File: config.mk
export PLATFORM = sky130hd
export DESIGN_NAME = alu16_core
export DESIGN_NICKNAME = d
export VERILOG_FILES = /design/src/rtl/alu16_pkg.sv /design/src/rtl/alu16_addsub.sv /design/src/rtl/alu16_shift.sv /design/src/rtl/alu16_bitwise.sv /design/src/rtl/alu16_core.sv
export SDC_FILE = /design/constraint.sdc
export NUM_CORES = 1
export LEC_CHECK = 0
export ABC_CLOCK_PERIOD_IN_PS = 9350
export BUFFER_PORTS_ARGS = -buffer_cell sky130_fd_sc_hd__buf_2
export CORE_MARGIN = 2
export CORE_UTILIZATION = 35
export DETAILED_ROUTE_END_ITERATION = 10
export GPL_ROUTABILITY_DRIVEN = 0
export PLACE_DENSITY_LB_ADDON = 0.05
export SLEW_MARGIN = 20
export SYNTH_ARGS = -nofsm -noshare
export SYNTH_HDL_FRONTEND = slang
export SYNTH_SLANG_ARGS = --single-unit
export TNS_END_PERCENT = 1
File: constraint.sdc
create_clock -name vclk -period 9.35
set_input_delay 0.935 -clock vclk [all_inputs]
set_output_delay 0.935 -clock vclk [all_outputs]
set_load 0.02 [all_outputs]
File: src/rtl/alu16_pkg.sv
package alu16_pkg;

    typedef enum logic [2:0] {
        OP_ADD = 3'b000,
        OP_LUI = 3'b001,
        OP_SHL = 3'b010,
        OP_SRA = 3'b011,
        OP_XOR = 3'b100,
        OP_OR  = 3'b101,
        OP_CMP = 3'b110,
        OP_SRL = 3'b111
    } alu_op_e;

endpackage

File: src/rtl/alu16_addsub.sv
module alu16_addsub #(
    parameter int W = 16
) (
    input  logic [W-1:0] a_i,
    input  logic [W-1:0] b_i,
    input  logic         sub_i,
    output logic [W-1:0] sum_o,
    output logic         slt_o
);
    logic [W-1:0] b_eff;
    logic         ovf;

    always_comb begin
        b_eff = sub_i ? ~b_i : b_i;
        sum_o = a_i + b_eff + {{(W-1){1'b0}}, sub_i};
        ovf   = (a_i[W-1] != b_i[W-1]) && (sum_o[W-1] != a_i[W-1]);
        slt_o = sub_i & (sum_o[W-1] ^ ovf);

        // a strict less-than can never come with equal operands
        assert_lt_nonzero_R9: assert (!slt_o || (sum_o != '0))
            else $error("less-than with zero difference");
        // adding zero returns A
        assert_add_identity_R1: assert (sub_i || (b_i != '0) || (sum_o == a_i))
            else $error("A + 0 differs from A");
    end
endmodule

File: src/rtl/alu16_shift.sv
module alu16_shift #(
    parameter int W  = 16,
    parameter int SW = $clog2(W)
) (
    input  logic [W-1:0]  a_i,
    input  logic [SW-1:0] amt_i,
    input  logic          left_i,
    input  logic          arith_i,
    output logic [W-1:0]  res_o
);
    logic [W-1:0] v;

    always_comb begin
        v = a_i;
        for (int k = 0; k < SW; k++) begin
            if (amt_i[k]) begin
                if (left_i)
                    v = v << (1 << k);
                else if (arith_i)
                    v = W'($signed(v) >>> (1 << k));
                else
                    v = v >> (1 << k);
            end
        end
        res_o = v;

        // zero distance passes A through
        assert_shift_zero_R6: assert ((amt_i != '0) || (res_o == a_i))
            else $error("zero shift altered A");
        // arithmetic right keeps the sign bit
        assert_sra_sign_R4: assert (left_i || !arith_i || (res_o[W-1] == a_i[W-1]))
            else $error("sign bit lost in arithmetic shift");
        // logical right with nonzero distance clears the top bit
        assert_srl_fill_R5: assert (left_i || arith_i || (amt_i == '0) || !res_o[W-1])
            else $error("logical right shift filled with one");
    end
endmodule

File: src/rtl/alu16_bitwise.sv
module alu16_bitwise #(
    parameter int W = 16
) (
    input  logic [W-1:0] a_i,
    input  logic [W-1:0] b_i,
    output logic [W-1:0] xor_o,
    output logic [W-1:0] or_o,
    output logic [W-1:0] upper_o
);
    localparam int HALF = W / 2;

    always_comb begin
        xor_o   = a_i ^ b_i;
        or_o    = a_i | b_i;
        upper_o = {b_i[HALF-1:0], {(W-HALF){1'b0}}};
    end
endmodule

File: src/rtl/alu16_core.sv
module alu16_core #(
    parameter int WIDTH = 16
) (
    input  logic [2:0]       opsel_i,
    input  logic [WIDTH-1:0] a_i,
    input  logic [WIDTH-1:0] b_i,
    output logic [WIDTH-1:0] result_o,
    output logic             zero_o,
    output logic             less_o
);
    import alu16_pkg::*;

    localparam int SHW = $clog2(WIDTH);

    alu_op_e          op;
    logic [WIDTH-1:0] arith_res;
    logic [WIDTH-1:0] shift_res;
    logic [WIDTH-1:0] xor_res;
    logic [WIDTH-1:0] or_res;
    logic [WIDTH-1:0] upper_res;
    logic             slt;
    logic             is_cmp;
    logic             shl;
    logic             sra;

    always_comb begin
        op     = alu_op_e'(opsel_i);
        is_cmp = (op == OP_CMP);
        shl    = (op == OP_SHL);
        sra    = (op == OP_SRA);
    end

    alu16_addsub #(.W(WIDTH)) u_addsub (
        .a_i   (a_i),
        .b_i   (b_i),
        .sub_i (is_cmp),
        .sum_o (arith_res),
        .slt_o (slt)
    );

    alu16_shift #(.W(WIDTH), .SW(SHW)) u_shift (
        .a_i     (a_i),
        .amt_i   (b_i[SHW-1:0]),
        .left_i  (shl),
        .arith_i (sra),
        .res_o   (shift_res)
    );

    alu16_bitwise #(.W(WIDTH)) u_bitwise (
        .a_i     (a_i),
        .b_i     (b_i),
        .xor_o   (xor_res),
        .or_o    (or_res),
        .upper_o (upper_res)
    );

    always_comb begin
        unique case (op)
            OP_ADD,
            OP_CMP:  result_o = arith_res;
            OP_LUI:  result_o = upper_res;
            OP_SHL,
            OP_SRA,
            OP_SRL:  result_o = shift_res;
            OP_XOR:  result_o = xor_res;
            OP_OR:   result_o = or_res;
            default: result_o = '0;
        endcase
        zero_o = (result_o == '0);
        less_o = slt;

        // less-than only ever reported in compare mode
        assert_less_cmp_only_R9: assert (!less_o || is_cmp)
            else $error("less-than outside compare");
    end
endmodule

==> results of run 1 <==
[placed cells by master (no fill, tap or decap), drive strengths merged, types with 11 or more instances in the layout]
cell,count
nor2,38
buf,59
a31oi,11
inv,38
ha,30
nor2b,11
nand2,49
nand3,17
o21ai,41
xnor2,22
a21oi,45
[metal layers]
| layer | vias up | part of all wire | track usage |
|---|---|---|---|
| met1 | 2097 | 0.43 | 0.371 |
| met5 | - | 0 | 0 |
| met2 | 203 | 0.47 | 0.455 |
| li1 | 2071 | - | - |
| met3 | 24 | 0.071 | 0.0250 |
| met4 | 0 | 0.026 | 0.0676 |
[logic make-up (layout without fill, tap and decap cells)]
| family | count (synthesis) | after routing | share of synthesized area |
|---|---|---|---|
| adders and majority gates | 31 | 31 | 0.111 |
| AOI/OAI and AO/OA | 205 | 205 | 0.403 |
| buffers and inverters | 86 | 99 | 0.108 |
| xor gates and xnor gates | 29 | 29 | 0.0712 |
| and+or+nand+nor | 178 | 178 | 0.257 |
| muxes | 17 | 17 | 0.0505 |
[stage by stage]
stage | std cells | hold slack [ns] | total power, W | cell area [µm²]
2_1_floorplan | 546 | 2.22 | 0.000184 | 3570
3_3_place_gp | 692 | 2.50 | 0.000260 | 3810
3_5_place_dp | 692 | 2.50 | 0.000260 | 3810
4_1_cts | 692 | 2.51 | 0.000261 | 3810
5_1_grt | 692 | 2.59 | 0.000290 | 3810
6_report | 692 | 2.50 | 0.000266 | 3810
[critical path: stages]
cell and delay, ns:
buf_2 0.43, nor2b_1 0.24, nand2_1 0.55, xnor2_1 0.44
inv_1 0.10, fa_1 0.41, xnor2_1 0.17, mux2i_1 0.12
o21ai_0 0.09, a21oi_1 0.26, a21bo_1 0.25, a2111oi_0 0.50
o21ai_0 0.15, nand4bb_1 0.29, nor3_2 0.18, buf_2 0.18
[power groups by stage]
stage | Clock, W | Sequential (W) | Combinational [W]
detailed placement | 0 | 0 | 0.000260
global route | 0 | 0 | 0.000290
floorplan | 0 | 0 | 0.000184
global placement | 0 | 0 | 0.000260
CTS | 0 | 0 | 0.000261
finish | 0 | 0 | 0.000266
[layout make-up]
type	count	area (µm²)
well taps	133	166
repair buffers	59	310
inverters	40	150
multi-input cells	460	3180
fillers	1131	6010
[worst paths after layout]
| path | to | slack (ns) |
|---|---|---|
| hold / removal | less_o | 2.50 |
| setup / recovery | zero_o | 3.10 |
==> summary.txt, run 1 <==
Outcome
  • Status: finished clean

Synth
  • Largest area contributor in the netlist: ha_1
  • Syn_nets: approximately 610
  • Yosys cell types: between 70 and 80
  • Gate Count Post-Synth: ~550
  • Synth top area share: 0.105
  • Most frequent cells after synthesis: 49 x nand2_1, 45 x a21oi_1, 38 x inv_1, 38 x nor2_1, 38 x o21ai_0
  • Top-count cell post-synth: nand2_1
  • Synthesized area per cell: around 6.5 µm²
  • Synthesized area: about 3600 µm²
  • YS warnings: 0
  • Top post-synthesis cells by area: ha_1 11%, a21oi_1 6.3%, xnor2_1 5.4%, o21ai_0 5.3%, nand2_1 5.2%
  • Sequential area share after synthesis: 0

Cells and area
  • Clkbuf count: 0
  • Area growth, synth to finish: 6.80%
  • FF+latch count: 0
  • Final core occ: 0.388
  • Layout Nets: 627
  • Share of post-route cells with drive strength above 1: 0.145
  • Ant. Diodes: 0
  • FF/Latch Area: 0 µm²

Timing
  • Slew headroom: 0.320
  • Final period util: 0.668
  • Fmax: around 0.16 GHz
  • Fin. Hold Viols: 0
  • Final TNS setup: 0 ns
  • Worst-Margin Slew: between 0.9 and 1 ns
  • Unrepaired setup endpoints after global routing: no
  • Final setup fails: 0
  • Slew Viols, Final: 0
  • Setup WS post-layout: 3.10 ns
  • Fin crit period: ~6.2 ns

Setup path
  • CP max FO: 30
  • CP Class: input port to output pin
  • Worst EP arrival: 5.31 ns
  • Crit. Startpoint: opsel_i[1]
  • Setup crit end kind: output pin
  • Critical Path Start Type: input port
  • Worst Path Required: 8.42 ns

Place
  • Pre-CTS setup slack: roughly 3.2 ns
  • Post-DP HPWL: approximately 11 mm
  • PortBufs: 53

Min path
  • Hold Crit Class: input port to output pin
  • Hold Crit Start: b_i[15]
  • WHS Path Cells: 5

GRT
  • Global-route wire length before repair: around 24 mm
  • GR Util All Layers: 0.271
  • Vias in the first global route: between 4000 and 5000
  • Largest net degree at the start of global routing: 56
  • Gr ovfl total: 0
  • Initial antenna violation count: 0

Run
  • Max-Cap Viols: 0

Power
  • Internal power: about 0.000097 W
  • PwrDens: about 70 nW/µm²
  • Lkg Pwr: 1.62 nW
  • Clk pwr share: 0
  • Switch Pwr: 0.000169 W
  • Comb power frac: 1.000
  • Switching share of power: 0.636
  • Register share of total power: 0
  • VDD IR max: 46.8 µV

Routing
  • Detailed Route Iter0 Violations: between 400 and 500
  • Routed len/inst: between 20 and 25 µm
  • DRT Pass-1 Iters: 6
  • DRC Markers: 0
  • Vias per cell: 6.35
  • Antenna violation net count after detailed routing: 0
  • WL final: 15.2 mm
  • Vias: 4395

Floorplan
  • Vert. Die Dim: about 100 µm
  • Io pins: 53
  • Core Rows: 36
  • Starting Density: 0.363
  • Die footprint: ~11000 µm²
  • Core footprint: between 9000 and 10000 µm²
  • DIE WIDTH: approximately 100 µm

CTS
  • Postcts setup bufs: 0
  • CTS resizes: 0
  • Hold_buf cts: 0
(Power assumes the default switching activity.)
==> inputs of run 2 (changes only) <==
Settings changed: ABC_CLOCK_PERIOD_IN_PS 9350 to 5300.
Clock period 9.35 ns to 5.3 ns, I/O delays scaled along.
==> run 2 against run 1 <==
Effect of this change:
- utilization increased by 0.92 points
- critical path depth unchanged
- global-route usage about the same
- first-iteration DRC count decreased by 6.8%
- die area unchanged
- critical path type unchanged
- largest cell class unchanged
==> summary.txt, run 2 (same netlist as run 1, synthesis figures left out) <==
CTS
  • Hold_buf cts: 0
  • CTS resizes: 0
  • Postcts setup bufs: 0

Floorplan
  • Core footprint: 9820 µm²
  • Starting Density: 0.363
  • Die footprint: roughly 11000 µm²
  • Io pins: 53
  • Core Rows: 36
  • DIE WIDTH: 105 µm
  • Vert. Die Dim: between 100 and 150 µm

Cells and area
  • FF/Latch Area: 0 µm²
  • FF+latch count: 0
  • Clkbuf count: 0
  • Ant. Diodes: 0
  • Most frequent cells in the layout: 53 x buf_2, 49 x nand2_1, 45 x a21oi_1
  • Most common cell after layout, fill and taps aside: buf_2
  • Layout Nets: around 640
  • Share of post-route cells with drive strength above 1: 0.163
  • Area growth, synth to finish: 9.33%

Routing
  • Routed len/inst: approximately 22 µm
  • Vias per cell: between 6 and 7
  • Vias: between 4000 and 5000
  • DRC Markers: 0
  • Antenna violation net count after detailed routing: 0
  • WL final: roughly 15 mm
  • DRT Pass-1 Iters: 7
  • Detailed Route Iter0 Violations: 442

Setup path
  • Setup crit end kind: output pin
  • Worst Path Required: 4.77 ns
  • Worst EP arrival: 4.04 ns
  • CP Class: input port to output pin
  • Critical Path Start Type: input port
  • Crit. Startpoint: opsel_i[1]
  • CP max FO: 15

Min path
  • Hold Crit Start: b_i[15]
  • Hold Crit Class: input port to output pin

Outcome
  • Status: finished clean

Run
  • Max-Cap Viols: 0

Power
  • Lkg Pwr: ~1.7 nW
  • PwrDens: 122 nW/µm²
  • VDD IR max: between 70 and 80 µV

Timing
  • Fin. Hold Viols: 0
  • Slew Viols, Final: 0
  • Unrepaired setup endpoints after global routing: no
  • Final TNS setup: 0 ns
  • Fmax: 0.219 GHz
  • Final setup fails: 0
  • Fin crit period: approximately 4.6 ns
  • Final period util: 0.862
  • Slew headroom: 0.294
  • Worst-Margin Slew: ~1.1 ns
  • Setup WS post-layout: 0.733 ns

GRT
  • Gr ovfl total: 0
  • Largest net degree at the start of global routing: just over 40
  • Vias in the first global route: around 4200
  • Initial antenna violation count: 0
  • Global-route wire length before repair: between 20 and 25 mm
  • GR Util All Layers: 0.271

Place
  • Post-DP HPWL: ~12 mm
  • PortBufs: 53
  • Pre-CTS setup slack: 0.726 ns
[run 2: changes by cell type in the layout (fill, tap and decap cells not counted), sizes merged]
| cell | before | now |
|---|---|---|
| buf | 59 | 71 |
[run 2: layer usage]
layer | global-route usage | routed length, µm | up-vias
met1 | 0.365 | 6670 | 2098
met5 | 0 | 0 | -
met2 | 0.451 | 6970 | 219
met3 | 0.0274 | 992 | 40
met4 | 0.0857 | 599 | 0
li1 | - | - | 2100
[run 2: cell type report]
class | instances | area (µm²)
Tap cell | 133 | 166
Fill cell | 1137 | 5920
Multi-Input combinational cell | 460 | 3180
Timing Repair Buffer | 71 | 400
Inverter | 40 | 150
[run 2: through the flow]
step | cell area [µm²] | total power [W] | util | instances | hold slack [ns]
2_1_floorplan | 3570 | 0.000325 | - | 546 | 1.41
3_3_place_gp | 3900 | 0.000467 | 0.397 | 704 | 1.68
3_5_place_dp | 3900 | 0.000468 | 0.397 | 704 | 1.70
4_1_cts | 3900 | 0.000471 | 0.397 | 704 | 1.71
5_1_grt | 3900 | 0.000520 | 0.397 | 704 | 1.78
6_report | 3900 | 0.000476 | 0.397 | 704 | 1.70
[run 2: worst max-delay path: stages]
cell and delay, ns:
buf_2 0.09, nor2b_1 0.18, nand2_1 0.11, buf_4 0.23, xnor2_1 0.16, ha_1 0.35
and4_1 0.24, a21boi_0 0.13, a211o_1 0.36, a221oi_1 0.39, a21oi_1 0.16, xnor2_1 0.16
o21ai_1 0.09, or4_1 0.56, nor3_2 0.10, buf_2 0.18
[run 2: worst paths after layout]
kind,to,cells past startpoint
worst max-delay path,zero_o,16
worst min-delay path,less_o,5
[run 2: where the power goes]
part,internal [W],switching [W]
clock network,0,0
logic,0.000177,0.000299
registers,0,0
